## config.mk

```make
export PLATFORM = sky130hd
export DESIGN_NAME = prio_vic
export DESIGN_NICKNAME = d
export VERILOG_FILES = /design/src/rtl/vic_pkg.sv /design/src/rtl/vic_src_status.sv /design/src/rtl/vic_prio_arb.sv /design/src/rtl/vic_thr_ctl.sv /design/src/rtl/prio_vic.sv
export SDC_FILE = /design/constraint.sdc
export NUM_CORES = 1
export LEC_CHECK = 0
export ABC_AREA = 1
export ABC_CLOCK_PERIOD_IN_PS = 128199
export BUFFER_PORTS_ARGS = -buffer_cell sky130_fd_sc_hd__buf_4
export CORE_MARGIN = 10
export CORE_UTILIZATION = 60
export DETAILED_ROUTE_END_ITERATION = 8
export GPL_ROUTABILITY_DRIVEN = 0
export HOLD_SLACK_MARGIN = 0.02
export PLACE_DENSITY = 0.79
export SYNTH_ARGS = -nofsm -noshare
export SYNTH_HDL_FRONTEND = slang
export SYNTH_SLANG_ARGS = --single-unit
```

## constraint.sdc

```tcl
create_clock -name clk -period 128.2 [get_ports clk]
set_input_delay 19.23 -clock clk [delete_from_list [all_inputs] [get_ports clk]]
set_output_delay 19.23 -clock clk [all_outputs]
set_load 0.02 [all_outputs]
```

## src/rtl/vic_pkg.sv

```systemverilog
`timescale 1ns/1ps
package vic_pkg;
   localparam int ADDR_W    = 6;
   localparam int PRIO_BASE = 32;

   typedef enum logic [ADDR_W-1:0] {
      A_MASKED = 6'd0,
      A_STATUS = 6'd1,
      A_EN_SET = 6'd2,
      A_EN_CLR = 6'd3,
      A_NUM    = 6'd4,
      A_CLAIM  = 6'd5,
      A_ACK    = 6'd6,
      A_THRESH = 6'd7,
      A_POLAR  = 6'd8,
      A_STKSEL = 6'd9
   } reg_addr_e;
endpackage

```

## src/rtl/vic_src_status.sv

```systemverilog
`timescale 1ns/1ps
module vic_src_status #(
   parameter int NSRC = 32
) (
   input  logic            clk,
   input  logic            rst_n,
   input  logic [NSRC-1:0] src_i,
   input  logic            pol_wr,
   input  logic            sel_wr,
   input  logic            en_set_wr,
   input  logic            en_clr_wr,
   input  logic            stk_clr_wr,
   input  logic [NSRC-1:0] wmask,
   output logic [NSRC-1:0] pol_q,
   output logic [NSRC-1:0] sel_q,
   output logic [NSRC-1:0] en_q,
   output logic [NSRC-1:0] status,
   output logic [NSRC-1:0] masked
);
   logic [NSRC-1:0] adj, adj_q, rise, sticky_q;

   assign adj  = src_i ~^ pol_q;
   assign rise = adj & ~adj_q;

   always_ff @(posedge clk or negedge rst_n) begin
      if (!rst_n) begin
         pol_q    <= '1;
         sel_q    <= '0;
         en_q     <= '0;
         adj_q    <= '0;
         sticky_q <= '0;
      end else begin
         adj_q    <= adj;
         sticky_q <= (sticky_q & ~(stk_clr_wr ? wmask : '0)) | rise;
         if (pol_wr)    pol_q <= wmask;
         if (sel_wr)    sel_q <= wmask;
         if (en_set_wr) en_q  <= en_q | wmask;
         if (en_clr_wr) en_q  <= en_q & ~wmask;
      end
   end

   assign status = (sel_q & sticky_q) | (~sel_q & adj);
   assign masked = status & en_q;

   p_sticky_edge_r3: assert property (@(posedge clk) disable iff (!rst_n)
      (|rise) |=> ((sticky_q & $past(rise)) == $past(rise)));
   p_sticky_clear_r2: assert property (@(posedge clk) disable iff (!rst_n)
      (stk_clr_wr && ((wmask & rise) == '0)) |=> ((sticky_q & $past(wmask)) == '0));
   p_en_set_r5: assert property (@(posedge clk) disable iff (!rst_n)
      en_set_wr |=> ((en_q & $past(wmask)) == $past(wmask)));
   p_en_clr_r5: assert property (@(posedge clk) disable iff (!rst_n)
      en_clr_wr |=> ((en_q & $past(wmask)) == '0));
endmodule

```

## src/rtl/vic_prio_arb.sv

```systemverilog
`timescale 1ns/1ps
module vic_prio_arb #(
   parameter int NSRC   = 32,
   parameter int PRIO_W = 3,
   localparam int THR_W = PRIO_W + 1,
   localparam int NUM_W = $clog2(NSRC + 1)
) (
   input  logic [NSRC-1:0]             masked,
   input  logic [NSRC-1:0][PRIO_W-1:0] prio,
   input  logic [THR_W-1:0]            thr,
   output logic                        win_valid,
   output logic [NUM_W-1:0]            win_num,
   output logic [PRIO_W-1:0]           win_prio
);
   logic             found;
   logic [NUM_W-1:0] best_num;

   // Scan from the top down with <= so equal priorities settle on the lowest index.
   always_comb begin
      found    = 1'b0;
      best_num = '0;
      win_prio = '1;
      for (int i = NSRC - 1; i >= 0; i--) begin
         if (masked[i] && (!found || prio[i] <= win_prio)) begin
            found    = 1'b1;
            win_prio = prio[i];
            best_num = NUM_W'(i);
         end
      end
      win_valid = found && ({1'b0, win_prio} < thr);
      win_num   = win_valid ? best_num : NUM_W'(NSRC);
   end
endmodule

```

## src/rtl/vic_thr_ctl.sv

```systemverilog
`timescale 1ns/1ps
module vic_thr_ctl #(
   parameter int THR_W = 4,
   parameter int THR_RST = 8
) (
   input  logic             clk,
   input  logic             rst_n,
   input  logic             thr_wr,
   input  logic [THR_W-1:0] thr_wdata,
   input  logic             claim,
   input  logic             ack,
   input  logic             win_valid,
   input  logic [THR_W-1:0] win_prio,
   output logic [THR_W-1:0] thr_q,
   output logic [THR_W-1:0] save_q
);
   always_ff @(posedge clk or negedge rst_n) begin
      if (!rst_n) begin
         thr_q  <= THR_W'(THR_RST);
         save_q <= THR_W'(THR_RST);
      end else if (thr_wr) begin
         thr_q <= thr_wdata;
      end else if (claim) begin
         save_q <= thr_q;
         if (win_valid) thr_q <= win_prio;
      end else if (ack) begin
         thr_q <= save_q;
      end
   end

   p_claim_save_r9: assert property (@(posedge clk) disable iff (!rst_n)
      claim |=> (save_q == $past(thr_q)));
   p_ack_restore_r10: assert property (@(posedge clk) disable iff (!rst_n)
      ack |=> (thr_q == $past(save_q)));
endmodule

```

## src/rtl/prio_vic.sv

```systemverilog
`timescale 1ns/1ps
module prio_vic #(
   parameter int NSRC   = 32,
   parameter int PRIO_W = 3,
   parameter int DATA_W = 32
) (
   input  logic                       clk,
   input  logic                       rst_n,
   input  logic [NSRC-1:0]            src_i,
   input  logic                       bus_sel,
   input  logic                       bus_wr,
   input  logic [vic_pkg::ADDR_W-1:0] bus_addr,
   input  logic [DATA_W-1:0]          bus_wdata,
   output logic [DATA_W-1:0]          bus_rdata,
   output logic                       irq_o
);
   import vic_pkg::*;

   localparam int THR_W   = PRIO_W + 1;
   localparam int NUM_W   = $clog2(NSRC + 1);
   localparam int THR_RST = 1 << PRIO_W;

   if (NSRC < 1 || NSRC > DATA_W || NSRC > 32) begin : g_bad_nsrc
      $error("prio_vic: NSRC out of range");
   end
   if (PRIO_W < 1 || THR_W > DATA_W) begin : g_bad_prio
      $error("prio_vic: PRIO_W out of range");
   end

   logic wr_en, rd_en, claim, ack;
   assign wr_en = bus_sel &  bus_wr;
   assign rd_en = bus_sel & ~bus_wr;
   assign claim = rd_en && (bus_addr == A_CLAIM);
   assign ack   = rd_en && (bus_addr == A_ACK);

   logic [NSRC-1:0] pol_q, sel_q, en_q, status, masked;

   vic_src_status #(.NSRC(NSRC)) u_status (
      .clk        (clk),
      .rst_n      (rst_n),
      .src_i      (src_i),
      .pol_wr     (wr_en && bus_addr == A_POLAR),
      .sel_wr     (wr_en && bus_addr == A_STKSEL),
      .en_set_wr  (wr_en && bus_addr == A_EN_SET),
      .en_clr_wr  (wr_en && bus_addr == A_EN_CLR),
      .stk_clr_wr (wr_en && bus_addr == A_STATUS),
      .wmask      (bus_wdata[NSRC-1:0]),
      .pol_q      (pol_q),
      .sel_q      (sel_q),
      .en_q       (en_q),
      .status     (status),
      .masked     (masked)
   );

   logic [NSRC-1:0][PRIO_W-1:0] prio_q;

   for (genvar gi = 0; gi < NSRC; gi++) begin : g_prio
      localparam int unsigned MY_ADDR = PRIO_BASE + gi;
      always_ff @(posedge clk or negedge rst_n) begin
         if (!rst_n)
            prio_q[gi] <= '1;
         else if (wr_en && bus_addr == MY_ADDR[ADDR_W-1:0])
            prio_q[gi] <= bus_wdata[PRIO_W-1:0];
      end
   end

   logic              win_valid;
   logic [NUM_W-1:0]  win_num;
   logic [PRIO_W-1:0] win_prio;
   logic [THR_W-1:0]  thr_q, save_q;

   vic_prio_arb #(.NSRC(NSRC), .PRIO_W(PRIO_W)) u_arb (
      .masked    (masked),
      .prio      (prio_q),
      .thr       (thr_q),
      .win_valid (win_valid),
      .win_num   (win_num),
      .win_prio  (win_prio)
   );

   vic_thr_ctl #(.THR_W(THR_W), .THR_RST(THR_RST)) u_thr (
      .clk       (clk),
      .rst_n     (rst_n),
      .thr_wr    (wr_en && bus_addr == A_THRESH),
      .thr_wdata (bus_wdata[THR_W-1:0]),
      .claim     (claim),
      .ack       (ack),
      .win_valid (win_valid),
      .win_prio  (THR_W'(win_prio)),
      .thr_q     (thr_q),
      .save_q    (save_q)
   );

   assign irq_o = win_valid;

   always_comb begin
      bus_rdata = '0;
      case (bus_addr)
         A_MASKED:          bus_rdata = DATA_W'(masked);
         A_STATUS:          bus_rdata = DATA_W'(status);
         A_EN_SET, A_EN_CLR: bus_rdata = DATA_W'(en_q);
         A_NUM, A_CLAIM:    bus_rdata = DATA_W'(win_num);
         A_ACK:             bus_rdata = DATA_W'(save_q);
         A_THRESH:          bus_rdata = DATA_W'(thr_q);
         A_POLAR:           bus_rdata = DATA_W'(pol_q);
         A_STKSEL:          bus_rdata = DATA_W'(sel_q);
         default: begin
            for (int i = 0; i < NSRC; i++)
               if (bus_addr == ADDR_W'(PRIO_BASE + i)) bus_rdata = DATA_W'(prio_q[i]);
         end
      endcase
   end

   // a claimed source is blocked by its own priority in the next cycle.
   p_claim_blocks_r9: assert property (@(posedge clk) disable iff (!rst_n)
      (claim && win_valid) |=> (win_num != $past(win_num)));
   p_num_quiet_r8: assert property (@(posedge clk) disable iff (!rst_n)
      (rd_en && bus_addr == A_NUM) |=> $stable(thr_q));
   p_thr_zero_r7: assert property (@(posedge clk) disable iff (!rst_n)
      (thr_q == '0) |-> !irq_o);
   p_winner_pending_r1: assert property (@(posedge clk) disable iff (!rst_n)
      irq_o |-> (masked != '0));
endmodule

```

Word-level counts from Yosys, hierarchy flattened
Index checks and enable logic that the tools add are counted.
{ "word_totals": {"ff_bits": 264, "word_cells": 409, "out_inout_bits": 33} }
{ "op_classes": {"n_lt_le_gt_ge": 32, "n_bitwise": 18, "n_mux": 137, "reduce_logical": 141, "n_eq_ne": 42} }
{ "op_table": {"columns": ["op", "count"], "rows": [
  ["$mux 32", 34],
  ["$pmux 32 s8", 1],
  ["$and 32x32->32", 6],
  ["$eq 6x6->1 const B", 32],
  ["$mux 5", 32],
  ["$not 32->32", 4],
  ["$mux 3", 33],
  ["$or 32x32->32", 3],
  ["$le 3x3->1", 31],
  ["$logic_and 1x1->1", 72],
  ["$mux 1", 32],
  ["$xnor 32x32->32", 1],
  ["$logic_not 1->1", 31],
  ["$logic_or 1x1->1", 31],
  ["$eq 6x3->1 const B", 4],
  ["$mux 4", 4],
  ["$eq 6x2->1 const B", 2],
  ["$eq 6x4->1 const B", 2],
  ["$eq 6x1->1 const B", 1],
  ["$logic_not 6->1", 1],
  ["$mux 6", 1],
  ["$lt 3x4->1", 1],
  ["$reduce_and 2->1", 2],
  ["$reduce_or 2->1", 2],
  ["5 further kinds", 7]
]} }

Longest topological paths before layout
Gate-level depths: netlist of run 1.
{ "logic_depth": {"depth_word": 134, "depth_mapped": 281, "mapped_depth_nobuf": 281} }

By module
From an unflattened synthesis of run 1, not the netlist that was laid out.
{ "hier_totals": {"cells_unflattened": 2563, "area_unflattened_um2": 18066.1} }
{ "modules_own_cells": {"columns": ["mod", "n_inst", "cells_each", "area_each_um2", "seq_area_each_um2"], "rows": [
  ["vic_src_status", 1, 954, 7581.0, 4043.9],
  ["prio_vic", 1, 794, 5721.7, 2522.4],
  ["vic_prio_arb", 1, 751, 4334.2, 0.0],
  ["vic_thr_ctl", 1, 64, 429.2, 202.7]
]} }

Worst setup path after synthesis of run 1
OpenSTA, ideal clock, no wires.
{ "synth_timing": {"path_type": "input to output", "start": "input port src_i[31]", "end": "output port bus_rdata[5]", "setup_slack_ps": 57547, "n_path_buf": 0, "t_arrival_ps": 51423, "stages": 264, "cell_sequence": "inv_1 nand2_1 nand3_1 nand3_2 or2_2 ha_1 nand3_1 nand2_1 o21ai_0 o21ai_0 ha_1 nand2_1 nor2_1 nor2_1 a21oi_1 nand2_1 nand2_1 nand3_1 (+228 left out) o21a_1 o211ai_2 nand2_1 or2_2 nand2_1 ha_1 inv_1 nor2_1 o21a_1 o211ai_2 nand2_4 nand3_1 nand2_1 ha_1 inv_1 nor2_1 a21boi_4 o21ai_1"} }
{ "synth_between": {"elab_chain_cells": 133, "word_cells_on_any_way": 196, "cone_classes": "order compare (32); mux (66); bitwise (4); reduce/logical (94)"} }
{ "synth_lines": {"columns": ["item", "line", "text"], "rows": [
  ["start, declared", "prio_vic.sv:9", "input logic [NSRC-1:0] src_i,"],
  ["$xnor 32x32->32 (*)", "vic_src_status.sv:22", "assign adj = src_i ~^ pol_q;"],
  ["$and 32x32->32 (*)", "vic_src_status.sv:42", "assign status = (sel_q & sticky_q) | (~sel_q & adj);"],
  ["$or 32x32->32 (*)", "vic_src_status.sv:42", null],
  ["$and 32x32->32 (*)", "vic_src_status.sv:43", "assign masked = status & en_q;"],
  ["$mux 3 / $mux 1 (equally long branches)", "vic_prio_arb.sv:24", "if (masked[i] && (!found || prio[i] <= win_prio)) begin"],
  ["$le 3x3->1 / $logic_not 1->1 (equally long branches)", "vic_prio_arb.sv:24", null],
  ["$logic_or 1x1->1", "vic_prio_arb.sv:24", null],
  ["$logic_and 1x1->1", "vic_prio_arb.sv:24", null],
  ["(+118 left out)", null, null],
  ["$logic_or 1x1->1", "vic_prio_arb.sv:24", null],
  ["$logic_and 1x1->1", "vic_prio_arb.sv:24", null],
  ["$mux 3", "vic_prio_arb.sv:24", null],
  ["$lt 3x4->1", "vic_prio_arb.sv:30", "win_valid = found && ({1'b0, win_prio} < thr);"],
  ["$logic_and 1x1->1 (*)", "vic_prio_arb.sv:30", null],
  ["net irq_o", "prio_vic.sv:15", "output logic irq_o"],
  ["$mux 6 (*)", "vic_prio_arb.sv:31", "win_num = win_valid ? best_num : NUM_W'(NSRC);"],
  ["$pmux 32 s8 (*)", "prio_vic.sv:98", "case (bus_addr)"],
  ["end, declared", "prio_vic.sv:14", "output logic [DATA_W-1:0] bus_rdata,"]
]} }
Mark *: on every way through the listed nets, which the timed path passes. The rest lies on a longest branch.

Worst setup path after layout of run 1
{ "layout_timing": {"start": "input port src_i[31]", "end": "output port bus_rdata[4]"} }
{ "layout_between": {"elab_chain_cells": 133, "word_cells_on_any_way": 228, "cone_classes": "order compare (32); mux (98); bitwise (4); reduce/logical (94)"} }
{ "layout_lines": {"columns": ["item", "line"], "rows": [
  ["$xnor 32x32->32 (*)", "vic_src_status.sv:22"],
  ["$and 32x32->32 (*)", "vic_src_status.sv:42"],
  ["$or 32x32->32 (*)", "vic_src_status.sv:42"],
  ["$and 32x32->32 (*)", "vic_src_status.sv:43"],
  ["$mux 3 / $mux 1 (equally long branches)", "vic_prio_arb.sv:24"],
  ["$le 3x3->1 / $logic_not 1->1 (equally long branches)", "vic_prio_arb.sv:24"],
  ["$logic_or 1x1->1", "vic_prio_arb.sv:24"],
  ["$logic_and 1x1->1", "vic_prio_arb.sv:24"],
  ["(+117 left out)", null],
  ["$le 3x3->1 / $logic_not 1->1 (equally long branches)", "vic_prio_arb.sv:24"],
  ["$logic_or 1x1->1", "vic_prio_arb.sv:24"],
  ["$logic_and 1x1->1", "vic_prio_arb.sv:24"],
  ["$mux 3", "vic_prio_arb.sv:24"],
  ["$lt 3x4->1", "vic_prio_arb.sv:30"],
  ["$logic_and 1x1->1", "vic_prio_arb.sv:30"],
  ["$mux 6 (*)", "vic_prio_arb.sv:31"],
  ["$pmux 32 s8 (*)", "prio_vic.sv:98"]
]} }
Mark *: on every way between the ends. The rest lies on a longest branch, timed or not.

==> flow_metrics.tcl, run 1 <==
set metrics [dict create \
    power.internal_mw 0.2014 \
    peakVddDrop_mv 0.01137 \
    power_switching_share 0.3850 \
    combPwrFrac 0.424 \
    rows 61 \
    leakage_nw 8.724 \
    vias 16310 \
    critPathRequiredTime_ns 108.97 \
    min_period_ns 75.75 \
    setup_viol 0 \
    p_switching_mw 0.1261 \
    wl_per_cell_um 18.96 \
    dieArea_mm2 0.03533 \
    wl_mm 51.24 \
    cts.sinks 264 \
    crit_top_cell "nand2_1" \
    seq_power_share 0.305 \
    cts_resized 0 \
    first_pass_iters 7 \
    grt_max_degree 114 \
    final-hold-violation-count 0 \
    syn2layout_area_growth_pct 13.22 \
    cts_buffers 30 \
    synth_edf_count 0 \
    drtAntennaViolNets 0 \
    dp_hpwl_mm 36.80 \
    criticalPathCategory "input port to output port" \
    worstPathMaxFanout 10 \
    initial_core_util 0.6093 \
    drt_iter0_drc 1610 \
    synth_compound_area_frac 0.1856 \
    grt_pass1_vias 15870 \
    grt_pass1_wl_mm 81.77 \
    min_path_type "register to register" \
    clkPwrFrac 0.271 \
    synth.distinct_cells 50 \
    status "finished, final reports clean" \
    cts_root_buf "clkbuf_16" \
    max_cap_violations 0 \
    max_stage_delay_ns 0.48 \
    io_buffers 106 \
    regArea_mm2 0.006769 \
    via_per_inst 6.032 \
    insertion_delay_ns 0.57 \
    num-fill-cells 2371 \
    synth_ff_type "dfrtp_1" \
    dieWidth_um 188.0 \
    timing.critical_path.buf_inv 30 \
    synthSimpleGateAreaFrac 0.2604 \
    synth_top_family_by_area "simple AND/OR/NAND/NOR gates" \
    io_pins 107 \
    fmax_ghz 0.01320 \
    drive_gt1_frac 0.1686 \
    synthAdderAreaFrac 0.07022 \
    powerDensity_mw_per_mm2 17.09 \
    hold_ws_ns 0.4293 \
    slew_violations 0 \
    antenna_found_initial 0 \
    synthMuxAreaShare 0.001183 \
    avgSynthCellArea_um2 7.694 \
    postSynth.asyncResetShare 1.000 \
    cts_setup_buffers 0 \
    synth_area_mm2 0.01693 \
    cts_tree "yes" \
    clockBufferDepth 3 \
    synthXorXnorAreaFrac 0.01500 \
    crit_slowest_cell "o21ai_0" \
    postCtsHoldBufs 0 \
    htreeDepth 1 \
    netlist_instances 2200 \
    syn_nets 2369 \
    overflow 0 \
    worstSetupStartpointType "input port" \
    r2r_slack_ns 90.57 \
    end_kind "output port" \
    worstPathArrival_ns 56.52 \
    tns_ns 0 \
    clk_pin_slew_ns 0.06 \
    chipHeight_um 188.0 \
    max-slew-margin-rel 0.1533 \
    clock_skew_ns 0.006068 \
    tightest_slew_ns 1.266 \
    drcViolationCount 0 \
    num_antenna_cells 0 \
    rsz0062_at_grt "false" \
    cp_top_family "simple AND/OR/NAND/NOR gates" \
    nets 2470 \
    core-area_mm2 0.02778 \
    multi_input_area_mm2 0.009042 \
    grt_usage 0.2806 \
    ys_seq_area_frac 0.3999 \
    synth_seq_cells 264 \
    fin_crit_sh 0.5909 \
    yosysWarnings 0 \
]
## power by group through the flow
stage	clock network (mW)	registers, mW	logic, mW
after global routing	0.0929	0.100	0.157
after floorplan	0	0.0984	0.103
after global placement	0	0.100	0.127
after CTS	0.0894	0.0994	0.137
final	0.0888	0.0998	0.139
after detailed placement	0	0.101	0.136
## worst register-to-register path: cells and delay by family, from the launching register on
kind | cells | cell delay (ns)
buffers and inverters | 28 | 2.70
AO/OA/AOI/OAI | 64 | 9.07
flip-flops | 1 | 0.57
AND/OR/NAND/NOR | 144 | 16.54
adder cells (fa/ha/maj) | 32 | 8.68
## layer usage
layer | GRT usage | part of all wire | up-vias
met5 | 0 | 0 | -
met4 | 0.1108 | 0.039 | 0
met3 | 0.05937 | 0.095 | 139
met2 | 0.4459 | 0.45 | 736
met1 | 0.3668 | 0.42 | 7778
li1 | - | - | 7652
## cell type report
class                           instances  share of cell area
Multi-Input combinational cell       1631              0.4718
Sequential cell                       264              0.3532
Inverter                              253             0.04962
Timing Repair Buffer                  121             0.04779
Clock buffer                           43             0.04387
Tap cell                              378             0.02468
Clock inverter                         13            0.009010
## layout by cell type (no fill, tap or decap), types with 14 or more instances in the layout
master,Yosys,routed
nand2_1,546,544
o21ai_0,285,285
inv_1,233,233
dfrtp_1,134,134
nand3_1,131,131
dfstp_2,130,130
nor2_1,125,121
buf_4,0,120
ha_1,95,95
a21oi_1,64,64
a22oi_1,49,49
and2_1,38,38
a31oi_1,36,36
clkbuf_16,0,31
nand2_2,27,29
xor2_1,29,29
o211ai_1,25,25
nand4_1,19,19
or2_1,17,17
nor3_1,17,15
nand3_2,14,14
## synth_stat cells (25+ instances only)
| cell | count | area share |
|---|---|---|
| nor2_1 | 125 | 0.028 |
| a21oi_1 | 64 | 0.019 |
| a31oi_1 | 36 | 0.013 |
| nand2_1 | 546 | 0.12 |
| dfstp_2 | 130 | 0.20 |
| nand2_2 | 27 | 0.010 |
| nand3_1 | 131 | 0.039 |
| and2_1 | 38 | 0.014 |
| ha_1 | 95 | 0.070 |
| o211ai_1 | 25 | 0.011 |
| xor2_1 | 29 | 0.015 |
| a22oi_1 | 49 | 0.022 |
| dfrtp_1 | 134 | 0.20 |
| inv_1 | 233 | 0.052 |
| clkbuf_1 | 50 | 0.011 |
| o21ai_0 | 285 | 0.084 |
## logic make-up (layout without fill, tap and decap cells)
kind of cell | Yosys count | in the layout
xor gates and xnor gates | 29 | 29
muxes | 2 | 2
buffers and inverters | 305 | 430
adders and majority gates | 95 | 95
DFF | 264 | 264
AOI/OAI and AO/OA | 528 | 528
and+or+nand+nor | 977 | 977
## worst paths after layout
| kind | cells after the start | to | start |
|---|---|---|---|
| worst min-delay path | 1 | u_status.sticky_q[4] | u_status.adj_q[4] |
| worst min register to register | 1 | u_status.sticky_q[4] | u_status.adj_q[4] |
| max in group asynchronous | 3 | u_status.sticky_q[24] | rst_n |
| worst max-delay path | 268 | bus_rdata[4] | src_i[31] |
| worst max register to register | 268 | u_thr.thr_q[0] | u_status.pol_q[31] |
| min in group asynchronous | 1 | u_thr.thr_q[1] | rst_n |
## per-stage QoR
stage	area, um^2	utilization	total power [mW]	worst slack, ns	cells
after floorplan	16930	-	0.2019	57.55	2200
after global placement	18150	0.6534	0.2279	55.16	2647
after detailed placement	18150	0.6534	0.2369	53.18	2647
after CTS	19160	0.6898	0.3260	52.93	2703
after global routing	19160	0.6898	0.3500	48.88	2703
final	19160	0.6898	0.3276	52.45	2703
No activity file was read; power rests on OpenSTA's default activity.
==> inputs of run 2 (changes only) <==
--- a/config.mk
+++ b/config.mk
@@ -5,8 +5,8 @@
 export SDC_FILE = /design/constraint.sdc
 export NUM_CORES = 1
 export LEC_CHECK = 0
-export ABC_AREA = 1
-export ABC_CLOCK_PERIOD_IN_PS = 128199
+export ABC_AREA = 0
+export ABC_CLOCK_PERIOD_IN_PS = 74400
 export BUFFER_PORTS_ARGS = -buffer_cell sky130_fd_sc_hd__buf_4
 export CORE_MARGIN = 10
 export CORE_UTILIZATION = 60
==> constraint.sdc (replaced) <==
create_clock -name clk -period 74.4 [get_ports clk]
set_input_delay 11.16 -clock clk [delete_from_list [all_inputs] [get_ports clk]]
set_output_delay 11.16 -clock clk [all_outputs]
set_load 0.02 [all_outputs]
==> run 2 against run 1 <==
Clock power rose by 78%; synthesized cell count fell by 5.8%; count of clock-buffer cells in the layout fell by 1; register-to-register slack got worse by 65 ns; utilization rose by 0.54 points; worst hold slack got worse by 0.0082 ns; sequential power rose by 77%; critical path depth fell by 22; via count rose by 8.5%; worst setup slack got worse by 49 ns; non-clock buffer count rose by 11; critical endpoint is now bus_rdata[2].
==> flow_metrics.tcl, run 2 <==
set metrics [dict create \
    status "finished, final reports clean" \
    num-fill-cells 2322 \
    antenna_found_initial 0 \
    core-area_mm2 0.02987 \
    synth_edf_count 0 \
    min_period_ns 71.20 \
    htreeDepth 1 \
    rows 63 \
    crit_top_cell "ha_1" \
    clk_pin_slew_ns 0.06 \
    synth_top_area_frac 0.1862 \
    cts_tree "yes" \
    synth_compound_area_frac 0.2410 \
    met2_usage 0.4527 \
    synth_area_mm2 0.01834 \
    io_pins 107 \
    synth.most_common_cell "nand2_1" \
    end_kind "output port" \
    max-slew-margin-rel 0.2023 \
    cts.sinks 264 \
    cts_buffers 30 \
    rr_worst_depth 243 \
    min_path_type "register to register" \
    max_cap_violations 0 \
    avgSynthCellArea_um2 8.851 \
    grt_pass1_wl_mm 92.51 \
    max_stage_delay_ns 0.47 \
    yosysWarnings 0 \
    netlist_instances 2072 \
    synth_ff_type "dfrtp_1" \
    nets 2320 \
    layout_common_cells "nand2_1 (228), o21ai_0 (190), inv_1 (144)" \
    synth_commonest_cells "nand2_1 (230), o21ai_0 (195), inv_1 (144)" \
    grt_max_degree 90 \
    gr-usage-met3 0.05903 \
    criticalPathCategory "input port to output port" \
    postCtsHoldBufs 0 \
    drt_iter0_drc 2209 \
    via_per_inst 6.900 \
    clockBufferDepth 3 \
    drtAntennaViolNets 0 \
    postSynth.asyncResetShare 1.000 \
    overflow 0 \
    grt_usage 0.2948 \
    worstPathArrival_ns 60.04 \
    final_common_cell "nand2_1" \
    holdPathStages 1 \
    cts_root_buf "clkbuf_16" \
    crit_slowest_cell "a221oi_1" \
    insertion_delay_ns 0.58 \
    first_pass_iters 8 \
    total_power_mw 0.6873 \
    num_antenna_cells 0 \
    dp_hpwl_mm 41.64 \
    busiest_layer "met2" \
    setup_viol 0 \
    syn_nets 2241 \
    synth_top_family_by_area "compound AO/OA/AOI/OAI gates" \
    fin_area_mm2 0.02077 \
    fmax_ghz 0.01404 \
    wl_per_cell_um 23.23 \
    clock_skew_ns 0.02247 \
    initial_core_util 0.6139 \
    grt_pass1_vias 16920 \
    dieWidth_um 194.8 \
    slew_violations 0 \
    peakVddDrop_mv 0.01923 \
    drcViolationCount 0 \
    chipHeight_um 194.8 \
    drive_gt1_frac 0.2428 \
    critPathRequiredTime_ns 63.24 \
    synthXorXnorAreaFrac 0.01528 \
    yosys-top-cells-area "dfstp_2 (19%), dfrtp_1 (18%), mux2_2 (8.8%)" \
    synth_seq_cells 264 \
    worstSetupStartpointType "input port" \
    synthMuxAreaShare 0.1100 \
    syn2layout_area_growth_pct 13.24 \
    powerDensity_mw_per_mm2 33.09 \
    grtUsageMet1 0.3933 \
    worstPathMaxFanout 12 \
    final-hold-violation-count 0 \
    vias 17700 \
    synthSimpleGateAreaFrac 0.1517 \
    fin_crit_sh 0.9570 \
    leakage_nw 9.186 \
    io_buffers 106 \
    hold_ws_ns 0.4212 \
    ys_seq_area_frac 0.3691 \
    yosysTopAreaCell "dfstp_2" \
    synthAdderAreaFrac 0.06481 \
    place_area_mm2 0.01944 \
    synth.distinct_cells 91 \
    tightest_slew_ns 1.192 \
    dieArea_mm2 0.03796 \
    wl_mm 59.59 \
]
[run 2: critical path: cells and delay by family]
kind,cells,cell delay [ns]
AO/OA/AOI/OAI,120,24.86
AND/OR/NAND/NOR,66,10.05
buffers and inverters,17,1.95
XOR/XNOR,1,0.21
adder cells (fa/ha/maj),32,8.56
multiplexers,10,3.17
[run 2: kinds of logic (layout without fill, tap and decap cells)]
| logic type | Yosys count | count (layout) |
|---|---|---|
| buffers and inverters | 231 | 334 |
| XOR/XNOR | 32 | 32 |
| flip-flops | 264 | 264 |
| AO/OA/AOI/OAI | 673 | 673 |
| adder cells (fa/ha/maj) | 95 | 95 |
| AND/OR/NAND/NOR | 595 | 595 |
| multiplexers | 182 | 182 |
[run 2: final cells by class]
| type | instances | area, um^2 | area share |
|---|---|---|---|
| Inverter | 146 | 551.8 | 0.02657 |
| Clock buffer | 42 | 908.4 | 0.04374 |
| Timing Repair Buffer | 132 | 998.5 | 0.04808 |
| Tap cell | 390 | 488.0 | 0.02350 |
| Sequential cell | 264 | 6769 | 0.3259 |
| Clock inverter | 14 | 155.1 | 0.007470 |
| Multi-Input combinational cell | 1577 | 10900 | 0.5247 |
[run 2: stage by stage]
step | cells | setup WS (ns) | setup TNS, ns | utilization
after floorplan | 2072 | 8.968 | 0 | -
after global placement | 2497 | 1.617 | 0 | 0.6508
after detailed placement | 2497 | -0.2898 | -1.475 | 0.6508
after CTS | 2553 | 0.07152 | 0 | 0.6865
after global routing | 2565 | -0.1296 | -0.3301 | 0.6952
final | 2565 | 3.198 | 0 | 0.6952
[run 2: what timing repair did]
action                                  4_1_cts  5_1_grt
pin swaps                                     0        8
resized for setup                             2       40
endpoints found under the setup margin        7        7
buffers inserted                              0       12
[run 2: per-layer routing]
metal | part of all wire | wire length (um)
met4 | 0.046 | 2723
met1 | 0.40 | 23780
met2 | 0.44 | 26360
met3 | 0.11 | 6719
met5 | 0 | 0
[run 2: path summary, 6_finish.rpt]
check                                   startpoint                     to  slack (ns)
worst max-delay path                     src_i[31]           bus_rdata[2]        3.20
worst min-delay path            u_status.adj_q[17]  u_status.sticky_q[17]        0.42
worst max register to register  u_status.pol_q[31]         u_thr.thr_q[2]       25.34
worst min register to register  u_status.adj_q[17]  u_status.sticky_q[17]        0.42
max in group asynchronous                    rst_n     u_status.adj_q[24]       62.52
min in group asynchronous                    rst_n   u_status.sticky_q[1]       10.58
[run 2: report_power, final]
group	internal (mW)	leakage, nW	switching [mW]
registers	0.163	2.94	0.0145
clock network	0.0953	0.531	0.0628
logic	0.141	5.71	0.210
==> inputs of run 3 (changes only) <==
--- a/config.mk
+++ b/config.mk
@@ -13,7 +13,7 @@
 export DETAILED_ROUTE_END_ITERATION = 8
 export GPL_ROUTABILITY_DRIVEN = 0
 export HOLD_SLACK_MARGIN = 0.02
-export PLACE_DENSITY = 0.79
+export PLACE_DENSITY = 0.84
 export SYNTH_ARGS = -nofsm -noshare
 export SYNTH_HDL_FRONTEND = slang
 export SYNTH_SLANG_ARGS = --single-unit
==> run 3 against run 2 <==
Worst hold slack gained 0.0070 ns; count of clock-buffer cells in the layout increased by 1; global-route usage is 0.20 points higher; sequential share of layout area increased by 0.39 points; clock skew down 0.0058 ns; cell count decreased by 0.51%; wire length is 0.41% higher; clock power fell by 8%; critical path type unchanged.
==> flow_metrics.tcl, run 3 (synthesis results as in run 2) <==
set metrics [dict create \
    drtAntennaViolNets 0 \
    nets 2308 \
    core-area_mm2 0.02987 \
    postCtsHoldBufs 0 \
    worstPathArrival_ns 60.12 \
    num-fill-cells 2293 \
    worstSetupStartpointType "input port" \
    wl_met3_mm 6.841 \
    critPathRequiredTime_ns 63.24 \
    final.setup.worst_slack_ns 3.122 \
    wl_met1_mm 23.14 \
    holdPathStages 1 \
    tightest_slew_ns 1.235 \
    crit_top_cell "ha_1" \
    hold_start "u_status.adj_q[28]" \
    wl_per_cell_um 23.45 \
    wl_met2_mm 26.09 \
    drt_iter0_drc 2344 \
    leakage_nw 9.065 \
    initial_core_util 0.6139 \
    cts_tree "yes" \
    seq_power_share 0.265 \
    final-hold-violation-count 0 \
    place_ws_ns 0.7999 \
    grt_pass1_wl_mm 93.42 \
    min_path_type "register to register" \
    via_per_inst 6.953 \
    clock_skew_ns 0.01664 \
    setup_viol 0 \
    chipHeight_um 194.8 \
    slew_violations 0 \
    grt_max_degree 117 \
    combPwrFrac 0.518 \
    grt_usage 0.2968 \
    powerDensity_mw_per_mm2 32.69 \
    max_cap_violations 0 \
    clockBufferDepth 3 \
    min_period_ns 71.28 \
    final_common_cell "nand2_1" \
    first_pass_iters 9 \
    fin_crit_sh 0.9580 \
    power_switching_share 0.4268 \
    overflow 0 \
    cts.sinks 264 \
    rows 63 \
    r2r_slack_ns 25.19 \
    insertion_delay_ns 0.58 \
    cts_root_buf "clkbuf_16" \
    antenna_found_initial 0 \
    top_layer_used "met4" \
    hold_ws_ns 0.4282 \
    dieWidth_um 194.8 \
    layout_common_cells "nand2_1 (228), o21ai_0 (191), inv_1 (144)" \
    dieArea_mm2 0.03796 \
    worstPathMaxFanout 14 \
    vias 17740 \
    status "finished, final reports clean" \
    end_kind "output port" \
    r2r-start "u_status.pol_q[31]" \
    io_buffers 106 \
    cts_buffers 30 \
    criticalPathCategory "input port to output port" \
    crit_slowest_cell "o31ai_4" \
    max-slew-margin-rel 0.1749 \
    max_stage_delay_ns 0.51 \
    syn2layout_area_growth_pct 11.90 \
    peakVddDrop_mv 0.02390 \
    power.internal_mw 0.3846 \
    rr_worst_depth 248 \
    clk_pin_slew_ns 0.06 \
    dp_hpwl_mm 41.44 \
    clkPwrFrac 0.217 \
    wl_mm 59.84 \
    startpoint "src_i[31]" \
    p_switching_mw 0.2863 \
    fmax_ghz 0.01403 \
    htreeDepth 1 \
    io_pins 107 \
    grt_pass1_vias 17190 \
    num_antenna_cells 0 \
    drcViolationCount 0 \
    drive_gt1_frac 0.2336 \
]
[run 3: metrics by stage]
step | utilization | area (um^2) | TNS, ns | instances | power (mW)
after floorplan | - | 18340 | 0 | 2072 | 0.4165
after global placement | 0.6502 | 19430 | 0 | 2495 | 0.4858
after detailed placement | 0.6502 | 19430 | 0 | 2495 | 0.5033
after CTS | 0.6827 | 20390 | 0 | 2550 | 0.6508
after global routing | 0.6870 | 20520 | -1.002 | 2552 | 0.7108
final | 0.6870 | 20520 | 0 | 2552 | 0.6709
[run 3: worst paths after layout]
path | endpoint
setup / recovery | bus_rdata[2]
hold / removal | u_status.sticky_q[28]
setup reg to reg | u_thr.thr_q[0]
hold reg to reg | u_status.sticky_q[28]
max in group asynchronous | asynchronous set/reset pin
min in group asynchronous | u_status.sticky_q[1]
[run 3: area by class of cell]
cell class	count	area, um^2	share of cell area
multi-input combinational	1577	10840	0.5283
inverter	146	548.0	0.02670
clock inverter	12	108.9	0.005304
clock buffer	43	859.6	0.04188
timing repair buffer	120	908.4	0.04426
sequential	264	6769	0.3298
tap	390	488.0	0.02378
[run 3: critical path: cells and delay by family]
| family | cells | cell delay (ns) |
|---|---|---|
| AOI/OAI and AO/OA | 120 | 24.69 |
| and+or+nand+nor | 72 | 11.13 |
| adders and majority gates | 32 | 8.81 |
| muxes | 9 | 2.57 |
| buffers and inverters | 16 | 1.56 |
| xor gates and xnor gates | 1 | 0.22 |
[run 3: timing repair]
action | in CTS | in global routing
resized for setup | 0 | 29
setup endpoints to repair | 0 | 7
setup buffers | 0 | 2
[run 3: power by group through the flow]
stage	registers, mW	clock network [mW]	logic (mW)
3_5_place_dp	0.179	0	0.325
4_1_cts	0.177	0.147	0.328
2_1_floorplan	0.173	0	0.243
3_3_place_gp	0.178	0	0.308
6_report	0.177	0.146	0.348
5_1_grt	0.179	0.153	0.379
[run 3: metal layers]
metal	vias up	GRT usage
li1	7778	-
met1	8486	0.3860
met2	1205	0.4517
met3	275	0.05799
met4	0	0.1713
met5	-	0
